==> src/rtl/i2cm_pkg.sv <==
package i2cm_pkg;
    localparam int DW      = 8;
    localparam int NREG    = 5;
    localparam int STRIDE  = 4;

    localparam int IDX_OWN  = 0;
    localparam int IDX_DIV  = 1;
    localparam int IDX_CTRL = 2;
    localparam int IDX_STAT = 3;
    localparam int IDX_DATA = 4;

    localparam logic [DW-1:0] MASK_OWN  = 8'hFE;
    localparam logic [DW-1:0] MASK_DIV  = 8'h3F;
    localparam logic [DW-1:0] MASK_CTRL = 8'hFC;

    localparam int C_EN = 7;
    localparam int C_IE = 6;
    localparam int C_MS = 5;
    localparam int C_TX = 4;
    localparam int C_RS = 2;

    localparam int S_BB = 5;
    localparam int S_AL = 4;
    localparam int S_IF = 1;
    localparam int S_NK = 0;

    typedef enum logic [1:0] {
        OP_START = 2'd0,
        OP_SEND  = 2'd1,
        OP_RECV  = 2'd2,
        OP_STOP  = 2'd3
    } xop_e;

    typedef struct packed {
        logic [DW-1:0] own;
        logic [DW-1:0] div;
        logic [DW-1:0] ctrl;
        logic          busy;
        logic          lost;
        logic          iflag;
        logic          nack;
        logic [DW-1:0] rx;
        logic          active;
    } state_t;
endpackage

==> src/rtl/i2cm_regdec.sv <==
module i2cm_regdec #(
    parameter int AW     = 5,
    parameter int NREG   = 5,
    parameter int STRIDE = 4
) (
    input  logic [AW-1:0]   addr,
    output logic [NREG-1:0] hit
);
    for (genvar i = 0; i < NREG; i++) begin : g_hit
        assign hit[i] = (addr == AW'(i * STRIDE));
    end
endmodule

==> src/rtl/i2cm_rdmux.sv <==
module i2cm_rdmux #(
    parameter int DW   = 8,
    parameter int NREG = 5
) (
    input  logic [NREG-1:0]         hit,
    input  logic [NREG-1:0][DW-1:0] vals,
    output logic [DW-1:0]           rdata
);
    always_comb begin
        rdata = '0;
        for (int i = 0; i < NREG; i++) begin
            rdata = rdata | (vals[i] & {DW{hit[i]}});
        end
    end
endmodule

==> src/rtl/i2cm_regblk.sv <==
module i2cm_regblk
    import i2cm_pkg::*;
#(
    parameter int AW = 5
) (
    input  logic          clk,
    input  logic          rst_n,
    input  logic          reg_sel,
    input  logic          reg_wr,
    input  logic [AW-1:0] reg_addr,
    input  logic [DW-1:0] reg_wdata,
    output logic [DW-1:0] reg_rdata,
    output logic          irq,
    output logic          xact_req,
    output logic [1:0]    xact_op,
    output logic [DW-1:0] xact_byte,
    input  logic          xact_ack,
    input  logic          xact_rx_ok,
    input  logic [DW-1:0] xact_rx_byte
);
    state_t s_d, s_q;
    logic [NREG-1:0] hit;
    logic [NREG-1:0][DW-1:0] vals;
    logic wr_acc, rd_acc, en, master, raise_ok, act_d;
    xop_e op_d;

    i2cm_regdec #(.AW(AW), .NREG(NREG), .STRIDE(STRIDE)) u_dec (
        .addr (reg_addr),
        .hit  (hit)
    );

    always_comb begin
        vals           = '0;
        vals[IDX_OWN]  = s_q.own;
        vals[IDX_DIV]  = s_q.div;
        vals[IDX_CTRL] = s_q.ctrl;
        vals[IDX_STAT] = {2'b00, s_q.busy, s_q.lost, 2'b00, s_q.iflag, s_q.nack};
        vals[IDX_DATA] = s_q.rx;
    end

    i2cm_rdmux #(.DW(DW), .NREG(NREG)) u_rd (
        .hit   (hit),
        .vals  (vals),
        .rdata (reg_rdata)
    );

    assign wr_acc   = reg_sel & reg_wr;
    assign rd_acc   = reg_sel & ~reg_wr;
    assign en       = s_q.ctrl[C_EN];
    assign master   = s_q.ctrl[C_MS];
    assign raise_ok = s_q.ctrl[C_EN] & s_q.ctrl[C_IE];

    always_comb begin
        s_d       = s_q;
        xact_req  = 1'b0;
        op_d      = OP_STOP;
        xact_byte = '0;
        act_d     = s_q.active;

        if (wr_acc && hit[IDX_OWN]) s_d.own = reg_wdata & MASK_OWN;
        if (wr_acc && hit[IDX_DIV]) s_d.div = reg_wdata & MASK_DIV;

        if (wr_acc && hit[IDX_CTRL]) begin
            if (en && !reg_wdata[C_EN]) begin
                if (s_q.active) xact_req = 1'b1;
                s_d     = '0;
                s_d.own = s_q.own;
                act_d   = 1'b0;
            end else begin
                s_d.ctrl = reg_wdata & MASK_CTRL;
                if (reg_wdata[C_MS]) begin
                    s_d.busy = 1'b1;
                end else begin
                    s_d.busy = 1'b0;
                    if (act_d) begin
                        xact_req = 1'b1;
                        act_d    = 1'b0;
                    end
                end
                if (reg_wdata[C_RS] && act_d) begin
                    xact_req         = 1'b1;
                    act_d            = 1'b0;
                    s_d.ctrl[C_RS]   = 1'b0;
                end
                s_d.active = act_d;
            end
        end

        if (wr_acc && hit[IDX_STAT]) begin
            if (s_q.iflag && !reg_wdata[S_IF]) s_d.iflag = 1'b0;
            if (s_q.lost && !reg_wdata[S_AL])  s_d.lost  = 1'b0;
        end

        if (wr_acc && hit[IDX_DATA] && en && master) begin
            xact_req  = 1'b1;
            xact_byte = reg_wdata;
            if (!s_q.active) begin
                op_d = OP_START;
                if (xact_ack) begin
                    s_d.active = 1'b1;
                    s_d.nack   = 1'b0;
                    if (raise_ok) s_d.iflag = 1'b1;
                end else begin
                    s_d.nack = 1'b1;
                end
            end else begin
                op_d = OP_SEND;
                if (xact_ack) begin
                    s_d.nack = 1'b0;
                    if (raise_ok) s_d.iflag = 1'b1;
                end else begin
                    s_d.nack   = 1'b1;
                    s_d.active = 1'b0;
                end
            end
        end

        if (rd_acc && hit[IDX_DATA] && master) begin
            if (s_q.active && !s_q.ctrl[C_TX]) begin
                xact_req = 1'b1;
                op_d     = OP_RECV;
                if (xact_rx_ok) begin
                    s_d.rx = xact_rx_byte;
                    if (raise_ok) s_d.iflag = 1'b1;
                end else begin
                    s_d.rx = 8'hFF;
                end
            end else begin
                s_d.rx = 8'hFF;
            end
        end
    end

    assign xact_op = op_d;
    assign irq     = s_q.iflag;

    always_ff @(posedge clk or negedge rst_n) begin
        if (!rst_n) s_q <= '0;
        else        s_q <= s_d;
    end

    // Interrupt only rises while both enables were set
    assert_irq_gated_R10: assert property (@(posedge clk) disable iff (!rst_n)
        $rose(irq) |-> $past(s_q.ctrl[C_EN] && s_q.ctrl[C_IE]));

    // Data write while disabled stays off the transaction port
    assert_disabled_quiet_R6: assert property (@(posedge clk) disable iff (!rst_n)
        (wr_acc && hit[IDX_DATA] && !s_q.ctrl[C_EN]) |-> !xact_req);

    // Bus-busy drops after a control write without master-select
    assert_busy_drop_R4: assert property (@(posedge clk) disable iff (!rst_n)
        (wr_acc && hit[IDX_CTRL] && !reg_wdata[C_MS]) |=> !s_q.busy);

    // A NACKed send leaves the block idle
    assert_nack_idle_R8: assert property (@(posedge clk) disable iff (!rst_n)
        (xact_req && xact_op == OP_SEND && !xact_ack) |=> !s_q.active);

    // Interrupt flag falls only on a zero write or a soft reset
    assert_flag_clear_R11: assert property (@(posedge clk) disable iff (!rst_n)
        $fell(s_q.iflag) |-> $past(wr_acc && ((hit[IDX_STAT] && !reg_wdata[S_IF]) ||
                                               (hit[IDX_CTRL] && !reg_wdata[C_EN]))));

    // Soft reset keeps the own-address register
    assert_own_kept_R3: assert property (@(posedge clk) disable iff (!rst_n)
        (wr_acc && hit[IDX_CTRL] && s_q.ctrl[C_EN] && !reg_wdata[C_EN]) |=> $stable(s_q.own));
endmodule

==> config.mk <==
export PLATFORM = sky130hd
export DESIGN_NAME = i2cm_regblk
export DESIGN_NICKNAME = d
export VERILOG_FILES = /design/src/rtl/i2cm_pkg.sv /design/src/rtl/i2cm_regdec.sv /design/src/rtl/i2cm_rdmux.sv /design/src/rtl/i2cm_regblk.sv
export SDC_FILE = /design/constraint.sdc
export NUM_CORES = 1
export LEC_CHECK = 0
export BUFFER_PORTS_ARGS = -buffer_cell sky130_fd_sc_hd__buf_2
export CORE_ASPECT_RATIO = 1.2
export CORE_UTILIZATION = 40
export DETAILED_ROUTE_END_ITERATION = 7
export PLACE_DENSITY = 0.71
export SYNTH_ARGS = -nofsm -noshare
export SYNTH_HDL_FRONTEND = slang
export SYNTH_HIERARCHICAL = 1
export SYNTH_SLANG_ARGS = --single-unit
==> constraint.sdc <==
create_clock -name clk -period 4.18 [get_ports clk]
set_input_delay 0.836 -clock clk [delete_from_list [all_inputs] [get_ports clk]]
set_output_delay 0.836 -clock clk [all_outputs]
set_load 0.01 [all_outputs]
==> results.ini <==
[setup_path]
cp_common_cell=buf_2
startpoint_type=primary input
rr_startpoint=master
path_cells=buf_2, or3_4, nor3b_2, and4_1, inv_1, nor2_1, a21oi_1, buf_2
crit_type=primary input to output pin
critPathRequiredTime_ns=3.34
rr_endpoint=irq
path_max_fanout=11
critPathMaxStageDelay_ns=0.53
critPathSlowestCell=and4_1
r2r_cells=4
cp_num_buf_inv=3
worstPathArrival_ns=2.69
critPathTopFamily=simple AND/OR/NAND/NOR gates
reg2reg_setup_slack_ns=2.41
endpoint_kind=output pin

[place]
gp_congestion=0.852
numPortBuffers=46
post-dp-hpwl_um=3180

[synthesis]
synth_warnings=6
synth.top_cell.area_share_pct=48.5
synth_area_leader_cell=dfrtp_1
ys_types=32
synthesis.area_um2=1760
ys.flop_type=dfrtp_1
postSynthCellCount=181
ys_async_sr_fraction_pct=100
synth_edf_count=0
ys_seq_elements=34
ys_seq_area_share_pct=48.5
synthTopCellsByArea=dfrtp_1 (48%), nor2_1 (6.2%), mux2_4 (6.0%)
avgSynthCellArea_um2=9.70

[routing]
vias_per_cell=5.24
firstDrtPassIters=5
drt_wl_total_um=4430
dr_total_vias=1514
drcViolationCount=0
ant_nets=0
drtIter0Drc=94
wl_per_cell_um=15.3

[worst_hold_path]
hp-start=s_q[16]
hold_depth=2
hold_end=s_q[16]
worstHoldPathType=flip-flop to flip-flop

[sta]
fmax_mhz=283
hold_viol_final=0
hold_slack_ns=0.481
setup_viol=0
tightest_slew_ns=0.769
min_period_over_period_pct=84.4
slew_viol_final=0
rsz0062_at_grt=false
skew_ns=0.0101
max-slew-margin-rel_pct=48.7
fin_setup_tns_ns=0
fin_crit_ns=3.53

[die]
die_h_um=74.6
die-area_um2=4660
rows=26
fp.dieW_um=62.5
initial_core_util_pct=41.5
ios=47
core_um2=4230

[clock_network]
root_buffer=clkbuf_8
cts_sinks=34
ctsResizeCount=0
post_cts_buffers=0
htree_levels=2
cts_buffer_depth=2
cts_tree=yes
cts.clk_slew.worst_paths_ns=0.06
numCtsBuffers=5
cts_hold_buf=0
insertion_delay_ns=0.29

[power_and_ir_drop]
total_power_w=0.000700
vdd_drop_max_mv=0.243
p_leak_nw=1.18
p_per_area_nw_per_um2=328

[global_routing]
use_met1_pct=26.0
grt_pass1_wl_um=7120
grt_use_met3_pct=5.06
antenna_found_initial=0
grt-ovfl-total=0
top_usage_layer=met2
grt_max_degree=35
grt_pass1_vias=1385
grt_usage_pct=20.7
use_met2_pct=34.3

[final_layout]
fillers=428
final_nets=259
utilization_pct=50.5
num_antenna_cells=0
area_growth_pct=21.6
drive_gt1_share_pct=29.6

[outcome]
outcome=completed

[job]
cap_violations=0

[worst register-to-register path, cell delays in order (launching register included)]
cell and delay (ns):
dfrtp_1 0.42, and4b_1 0.47, nand3_1 0.39, a21oi_1 0.27, o21bai_1 0.13
[registers in the layout, indices dropped and copies added, names as in the netlist]
signal,cells
master,1
s_q,31
irq,1
en,1
[routing by layer]
metal  up-vias  routed length, um
met1       725               1980
met4         0                 55
met3         5                224
met5         -                  0
li1        736                  -
met2        48               2170
[cell type report]
cell class                 instances  area, um2  area share (%)
multi-input combinational        139        855            40.0
clock inverter                     1       5.00           0.234
sequential                        34        851            39.9
timing repair buffer              50        260            12.2
clock buffer                       7       86.3            4.04
inverter                           2       7.51           0.352
tap                               56       70.1            3.28
[worst max path at each step]
stage / start / endpoint / slack (ns) / cells past startpoint
6_report: reg_addr[2] / xact_op[0] / 0.65 / 8
4_1_cts: reg_addr[2] / xact_op[0] / 0.63 / 8
3_5_place_dp: reg_addr[2] / xact_op[0] / 0.63 / 8
3_3_place_gp: reg_addr[2] / xact_op[0] / 0.74 / 8
5_1_grt: reg_addr[2] / xact_op[0] / 0.45 / 8
2_1_floorplan: reg_addr[2] / xact_req / 1.21 / 5
[stage by stage]
| step | instance area (um2) | setup WS [ns] | instances |
|---|---|---|---|
| global route | 2130 | 0.455 | 289 |
| CTS | 2130 | 0.627 | 289 |
| finish | 2130 | 0.650 | 289 |
| floorplan | 1770 | 1.21 | 186 |
| global placement | 2040 | 0.740 | 281 |
| detailed placement | 2040 | 0.634 | 281 |
[report_power, final]
part	switching, W	total (W)	leakage, nW	internal, W
Sequential	0.0000197	0.000377	0.462	0.000357
Clock	0.000117	0.000250	0.0482	0.000133
Combinational	0.0000367	0.0000725	0.674	0.0000358
[kinds of logic (layout without fill, tap and decap cells)]
family,count (synthesis),after routing,share of synthesized area [%]
flip-flops,34,34,48.5
AO/OA/AOI/OAI,35,35,14.5
AND/OR/NAND/NOR,85,85,23.4
buffers and inverters,13,60,3.92
other,1,6,0.214
multiplexers,13,13,9.41
[placed cells by master, fill, tap and decap left out]
master	count
or3_4	1
buf_2	46
nor2b_1	2
nand2_2	2
clkbuf_8	6
nor3_1	3
nand2b_1	3
and3_1	3
or3b_1	1
dfrtp_1	34
clkbuf_1	1
nor3b_2	1
nand4_1	1
o21ai_0	4
mux2i_1	6
conb_1	6
and4b_1	1
nand3_1	5
a21oi_1	10
nand2_1	23
buf_4	4
o21bai_1	1
nor2_1	29
a22oi_1	8
a222oi_1	8
mux2_4	7
clkinv_2	1
and4_1	1
a211o_1	1
a31o_2	1
and2_1	9
o211a_1	2
inv_1	2
[Yosys cell counts (2+ instances only)]
| library cell | instances |
|---|---|
| nand3_1 | 5 |
| clkbuf_1 | 5 |
| a22oi_1 | 8 |
| nand2_1 | 23 |
| and3_1 | 3 |
| mux2_4 | 7 |
| buf_2 | 3 |
| o21ai_0 | 4 |
| nand2_2 | 2 |
| o211a_1 | 2 |
| buf_6 | 2 |
| dfrtp_1 | 34 |
| mux2i_1 | 6 |
| nand2b_1 | 3 |
| nor2_1 | 29 |
| a21oi_1 | 10 |
| inv_1 | 2 |
| a222oi_1 | 8 |
| nor2b_1 | 2 |
| nor3_1 | 3 |
| and2_1 | 9 |
Power figures use the tool's default switching activity.
